<file path="src/rtl/gcla_pkg.sv">
package gcla_pkg;

    localparam int ADD_W   = 16;
    localparam int GRP_W   = 4;
    localparam int LA_MAX  = 16;

    typedef struct packed {
        logic gen;
        logic prop;
    } blk_term_t;

    // Flattened lookahead carry into position 'upto': sum of products of
    // generate/propagate terms plus the fully propagated carry input.
    function automatic logic la_carry(input logic [LA_MAX-1:0] g,
                                      input logic [LA_MAX-1:0] p,
                                      input logic              c,
                                      input int                upto);
        logic acc;
        logic prod;
        acc = 1'b0;
        for (int j = 0; j < LA_MAX; j++) begin
            if (j < upto) begin
                prod = g[j];
                for (int m = 0; m < LA_MAX; m++) begin
                    if (m > j && m < upto) prod = prod & p[m];
                end
                acc = acc | prod;
            end
        end
        prod = c;
        for (int m = 0; m < LA_MAX; m++) begin
            if (m < upto) prod = prod & p[m];
        end
        return acc | prod;
    endfunction

endpackage

</file>
<file path="src/rtl/cla_lookahead.sv">
module cla_lookahead
    import gcla_pkg::*;
#(
    parameter int N = 4
) (
    input  logic [N-1:0] gen,
    input  logic [N-1:0] prop,
    input  logic         cin,
    output logic [N-1:0] carry_in,
    output logic         carry_out,
    output blk_term_t    blk
);

    logic [LA_MAX-1:0] g_ext;
    logic [LA_MAX-1:0] p_ext;

    assign g_ext = LA_MAX'(gen);
    assign p_ext = LA_MAX'(prop);

    assign carry_in[0] = cin;

    genvar k;
    generate
        for (k = 1; k < N; k++) begin : g_carry
            assign carry_in[k] = la_carry(g_ext, p_ext, cin, k);
        end
    endgenerate

    assign carry_out = la_carry(g_ext, p_ext, cin, N);
    assign blk.gen   = la_carry(g_ext, p_ext, 1'b0, N);
    assign blk.prop  = &prop;

endmodule

</file>
<file path="src/rtl/cla_group.sv">
module cla_group
    import gcla_pkg::*;
#(
    parameter int W = 4
) (
    input  logic [W-1:0] a,
    input  logic [W-1:0] b,
    input  logic         cin,
    output logic [W-1:0] sum,
    output blk_term_t    blk,
    output logic         local_cout
);

    logic [W-1:0] bit_gen;
    logic [W-1:0] bit_prop;
    logic [W-1:0] bit_half;
    logic [W-1:0] bit_carry;

    assign bit_gen  = a & b;
    assign bit_prop = a | b;
    assign bit_half = a ^ b;

    cla_lookahead #(.N(W)) u_la (
        .gen       (bit_gen),
        .prop      (bit_prop),
        .cin       (cin),
        .carry_in  (bit_carry),
        .carry_out (local_cout),
        .blk       (blk)
    );

    assign sum = bit_half ^ bit_carry;

endmodule

</file>
<file path="src/rtl/gcla_adder16.sv">
module gcla_adder16
    import gcla_pkg::*;
#(
    parameter int WIDTH   = ADD_W,
    parameter int GROUP_W = GRP_W
) (
    input  logic [WIDTH-1:0] a,
    input  logic [WIDTH-1:0] b,
    input  logic             cin,
    output logic [WIDTH-1:0] sum,
    output logic             cout
);

    localparam int N_GRP = WIDTH / GROUP_W;

    blk_term_t  grp_blk [N_GRP];
    logic [N_GRP-1:0] grp_gen;
    logic [N_GRP-1:0] grp_prop;
    logic [N_GRP-1:0] grp_cin;
    logic [N_GRP-1:0] grp_lcout;
    blk_term_t        top_blk;

    genvar gi;
    generate
        for (gi = 0; gi < N_GRP; gi++) begin : g_grp
            cla_group #(.W(GROUP_W)) u_grp (
                .a          (a[gi*GROUP_W +: GROUP_W]),
                .b          (b[gi*GROUP_W +: GROUP_W]),
                .cin        (grp_cin[gi]),
                .sum        (sum[gi*GROUP_W +: GROUP_W]),
                .blk        (grp_blk[gi]),
                .local_cout (grp_lcout[gi])
            );
            assign grp_gen[gi]  = grp_blk[gi].gen;
            assign grp_prop[gi] = grp_blk[gi].prop;
        end
    endgenerate

    cla_lookahead #(.N(N_GRP)) u_top_la (
        .gen       (grp_gen),
        .prop      (grp_prop),
        .cin       (cin),
        .carry_in  (grp_cin),
        .carry_out (cout),
        .blk       (top_blk)
    );

endmodule

</file>
<file path="config.mk">
export PLATFORM = sky130hd
export DESIGN_NAME = gcla_adder16
export DESIGN_NICKNAME = d
export VERILOG_FILES = /design/src/rtl/gcla_pkg.sv /design/src/rtl/cla_lookahead.sv /design/src/rtl/cla_group.sv /design/src/rtl/gcla_adder16.sv
export SDC_FILE = /design/constraint.sdc
export NUM_CORES = 1
export LEC_CHECK = 0
export CAP_MARGIN = 20
export CORE_AREA = 2 2 52 54
export DETAILED_ROUTE_END_ITERATION = 6
export DIE_AREA = 0 0 54 56
export PLACE_DENSITY_LB_ADDON = 0.05
export SLEW_MARGIN = 30
export SYNTH_ARGS = -nofsm -noshare
export SYNTH_HDL_FRONTEND = slang
export SYNTH_SLANG_ARGS = --single-unit
export TNS_END_PERCENT = 1
</file>
<file path="constraint.sdc">
create_clock -name vclk -period 4.05
set_input_delay 0.81 -clock vclk [all_inputs]
set_output_delay 0.81 -clock vclk [all_outputs]
set_load 0.03 [all_outputs]
</file>
---- Word level (Yosys, flattened, before mapping) ----
Cells that the tools add are included.
word-level totals
  register bits ........................... 0
  input port bits ......................... 33
  output and inout bits ................... 17
  word-level logic and storage cells ...... 112
cells by class
  bitwise operators ....................... 108
  reduce and logical (&&, ||, !) cells .... 4
operator list
  cell               count
  $and A1 B1 Y1      46
  $or A1 B1 Y1       46
  $xor A4 B4 Y4      8
  $and A4 B4 Y4      4
  $or A4 B4 Y4       4
  $reduce_and A4 Y1  4

---- Depth between registers and ports, before layout ----
  depth in word-level cells ............... 17
  mapped depth ............................ 9
  gate-level depth less buffers ........... 9

---- Cells and area by module ----
Synthesis repeated with hierarchy kept, for this count alone.
second synthesis, totals
  cells, all modules ...................... 161
  area total of the unflattened synthesis .. 1121.1 µm²
by module, submodules not included
  module         instances  cells each  area an instance (µm²)  seq. area each (µm²)
  cla_group      4          24          180.2                   0.0
  cla_lookahead  5          13          80.1                    0.0

---- Worst setup path after synthesis ----
Ideal clock, no wire load.
  path type ............................... input to output
  start ................................... input port a[9]
  end ..................................... output port cout
  data arrival time ....................... 2.573 ns
  required time ........................... 3.240 ns
  slack ................................... 0.667 ns
  stages .................................. 7
  buffers on the path ..................... 0
  cells stage by stage .................... inv_1 ha_1 nor4_4 a41oi_2 a21oi_2 nor4_1 o31ai_1
between the ends
  longest elaborated chain between the ends .. 11
  elaborated cells between the ends (all ways) .. 22
  classes of those cells .................. 21 x bitwise; 1 x reduce/logical
ends and longest elaborated chain
  item                         line                text
  start, declared              gcla_adder16.sv:7   input logic [WIDTH-1:0] a,
  $or A4 B4 Y4                 cla_group.sv:20     assign bit_prop = a | b;
  $and A1 B1 Y1 (3 in series)  gcla_pkg.sv:25      if (m > j && m < upto) prod = prod & p[m];
  $or A1 B1 Y1 (2 in series)   -
  $or A1 B1 Y1                 gcla_pkg.sv:27      acc = acc | prod;
  $and A1 B1 Y1                -
  $or A1 B1 Y1                 -
  $or A1 B1 Y1                 gcla_pkg.sv:27
  $or A1 B1 Y1 *               gcla_pkg.sv:34      return acc | prod;
  end, declared                gcla_adder16.sv:11  output logic cout
Every way passes the cells marked *; elsewhere a longest branch is shown, timed or not.

---- Worst setup path in the final report ----
  start ................................... input port a[7]
  end ..................................... output port sum[12]
between the ends
  longest elaborated chain between the ends .. 10
  elaborated cells between the ends (all ways) .. 18
  classes of those cells .................. 17 x bitwise; 1 x reduce/logical
ends and longest elaborated chain
  item                        line                text
  $or A4 B4 Y4                cla_group.sv:20
  $and A1 B1 Y1               gcla_pkg.sv:25
  $or A1 B1 Y1 (2 in series)  -
  $or A1 B1 Y1                gcla_pkg.sv:27
  $and A1 B1 Y1               gcla_pkg.sv:25
  $or A1 B1 Y1 (2 in series)  gcla_pkg.sv:27
  $or A1 B1 Y1 *              gcla_pkg.sv:34
  $xor A4 B4 Y4 *             cla_group.sv:32     assign sum = bit_half ^ bit_carry;
  end, declared               gcla_adder16.sv:10  output logic [WIDTH-1:0] sum,
Marked as above.

==> flow_metrics.tcl <==
set metrics [dict create \
    power_frac_clock 0 \
    outcome "completed" \
    place_area_sq_um 1760 \
    setup_viol 0 \
    max_stage_delay_ns 0.48 \
    wl_per_cell_um 9.74 \
    dp_cells 237 \
    grt_first_pass_wirelength_um 3970 \
    drive_gt1_frac 0.198 \
    p_comb_frac 1.000 \
    start_util 0.460 \
    synth_mux_area_frac 0 \
    period_minus_slack_ns 3.92 \
    power.share.switching 0.536 \
    final_cell_area_sq_um 1760 \
    synth.distinct_cells 34 \
    ys_seq_area_frac 0 \
    nClkBuffers 0 \
    grt_pass1_vias 1092 \
    synthTopCellsByArea "ha_1 36%, inv_1 13%, fa_1 7.2%, xor2_1 6.3%, nor4_4 3.8%" \
    rows 18 \
    overflow 0 \
    path_cells "clkdlybuf4s50_1 > inv_1 > ha_1 > nor4_4 > inv_1 > a21oi_1 > o21ai_0 > nand3_1 > fa_1 > clkdlybuf4s15_1" \
    chipWidth_um 54 \
    layout_common_cells "38 x inv_1, 37 x clkdlybuf4s50_1, 32 x ha_1" \
    synth_top_area_share 0.358 \
    crit_fanout 3 \
    layout_commonest_cell "inv_1" \
    synth_area_sq_um 1120 \
    synth_top_family_by_area "adder cells" \
    syn_inst 140 \
    grt_max_degree 6 \
    cts-hold-fix-buffers 0 \
    synth_compound_area_frac 0.172 \
    portBuffers 50 \
    synth_fp_nets 209 \
    multiInputGateArea_sq_um 977 \
    slew_viol_final 0 \
    crit_start "a[7]" \
    cp_slowest_cell "clkdlybuf4s50_1" \
    synthXorXnorAreaFrac 0.0860 \
    critPathArrivalTime_ns 3.11 \
    num_io_pins 50 \
    dr.pass1.iters 4 \
    relSlewSlack 0.773 \
    wl_um 2310 \
    nets 278 \
    ctsResizeCount 3 \
    cp-endpoint "sum[12]" \
    crit_family "buffers and inverters" \
    regArea_sq_um 0 \
    vias_per_cell 4.57 \
    critPathLaunchType "input pin" \
    cts_setup_buffers 0 \
    power_density_nw_per_um2 172 \
    tightest_slew_ns 0.337 \
    yosys_warnings 0 \
    rsz0062_at_grt "no" \
    worstPathRequired_ns 3.24 \
    antenna_found_initial 0 \
    p_switching_uw 163 \
    cp_num_cells 10 \
    power.leakage_uw 0.000922 \
    die_h_um 56 \
    vias 1083 \
    area_delta_synth_final_pct 57.4 \
    final_cells 237 \
    cap_violations 0 \
    grt_use_total 0.160 \
    fmax_ghz 0.255 \
    nFlopsAndLatches 0 \
    intPower_uw 141 \
    drt_iter0_drc 15 \
    period_share 0.969 \
    antenna_cells 0 \
    synth-simple-area-share 0.185 \
    synthAdderAreaFrac 0.429 \
    hp-class "in2out" \
    fill_cells 207 \
    critPathMostFrequentCell "inv_1" \
    hold_viol_final 0 \
    critPathBufInv 4 \
    hpwl_um 2190 \
    peakVddDrop_mv 0.129 \
    postRouteAntennaNets 0 \
    syn_area_per_cell_sq_um 8.00 \
    core_area_sq_um 2430 \
    power_frac_seq 0 \
    yosysTopAreaCell "ha_1" \
    post-route-drc-count 0 \
    crit_type "in2out" \
    end_kind "primary output" \
    dieArea_sq_um 3020 \
    place_congestion 0.765 \
]
==> cell families after synthesis <==
group,Yosys count
compound gates,22
xor+xnor,11
fa+ha+maj,36
buf+inv,38
simple gates,33
==> tightest hold or removal path, cell delays in order <==
cell and delay, ns:
clkdlybuf4s50_1 0.42, inv_1 0.06, ha_1 0.13, xor2_1 0.07, buf_4 0.16
==> power groups by stage <==
stage	clock network, uW	registers, uW	logic (uW)
5_1_grt	0	0	330
4_1_cts	0	0	308
3_3_place_gp	0	0	304
3_5_place_dp	0	0	312
6_report	0	0	304
2_1_floorplan	0	0	183
==> worst min-delay path by stage <==
| stage | from | end | cells after the start |
|---|---|---|---|
| floorplan | cin | sum[0] | 1 |
| global placement | b[13] | sum[13] | 5 |
| detailed placement | b[13] | sum[13] | 5 |
| CTS | b[15] | sum[15] | 5 |
| global route | b[15] | sum[15] | 5 |
| finish | b[13] | sum[13] | 5 |
==> metrics by stage <==
stage / setup WS [ns] / power [uW] / hold slack [ns] / setup TNS, ns / util
final: 0.127 / 304 / 2.45 / 0 / 0.725
after global routing: 0.00273 / 330 / 2.48 / 0 / 0.725
after CTS: 0.0120 / 308 / 2.46 / 0 / 0.723
after detailed placement: -0.159 / 312 / 2.46 / -0.254 / 0.725
after global placement: -0.0781 / 304 / 2.44 / -0.139 / 0.725
after floorplan: 0.667 / 183 / 1.94 / 0 / -
==> cells in the mapped netlist, drive strengths merged <==
library cell  instances
inv                  38
ha                   32
nor2                 11
a21oi                 8
xor2                  8
nor2b                 6
fa                    4
nand2                 4
nor4                  3
o21ai                 3
xnor2                 3
a211oi                2
nand2b                2
nand3                 2
nor3b                 2
o21bai                2
o31ai                 2
a211o                 1
a221oi                1
a31oi                 1
a41oi                 1
nor3                  1
o311ai                1
or2                   1
or3                   1
==> final cells by class <==
| type | instances | area share |
|---|---|---|
| timing repair buffer | 67 | 0.344 |
| tap | 30 | 0.0213 |
| multi-input combinational | 102 | 0.554 |
| inverter | 38 | 0.0809 |
==> metal layers <==
layer | track usage | vias up | share of wire
li1 | - | 578 | -
met1 | 0.175 | 479 | 0.40
met2 | 0.333 | 26 | 0.54
met3 | 0.0108 | 0 | 0.056
met4 | 0 | 0 | 0
met5 | 0 | - | 0
No activity file was read; power rests on OpenSTA's default activity.
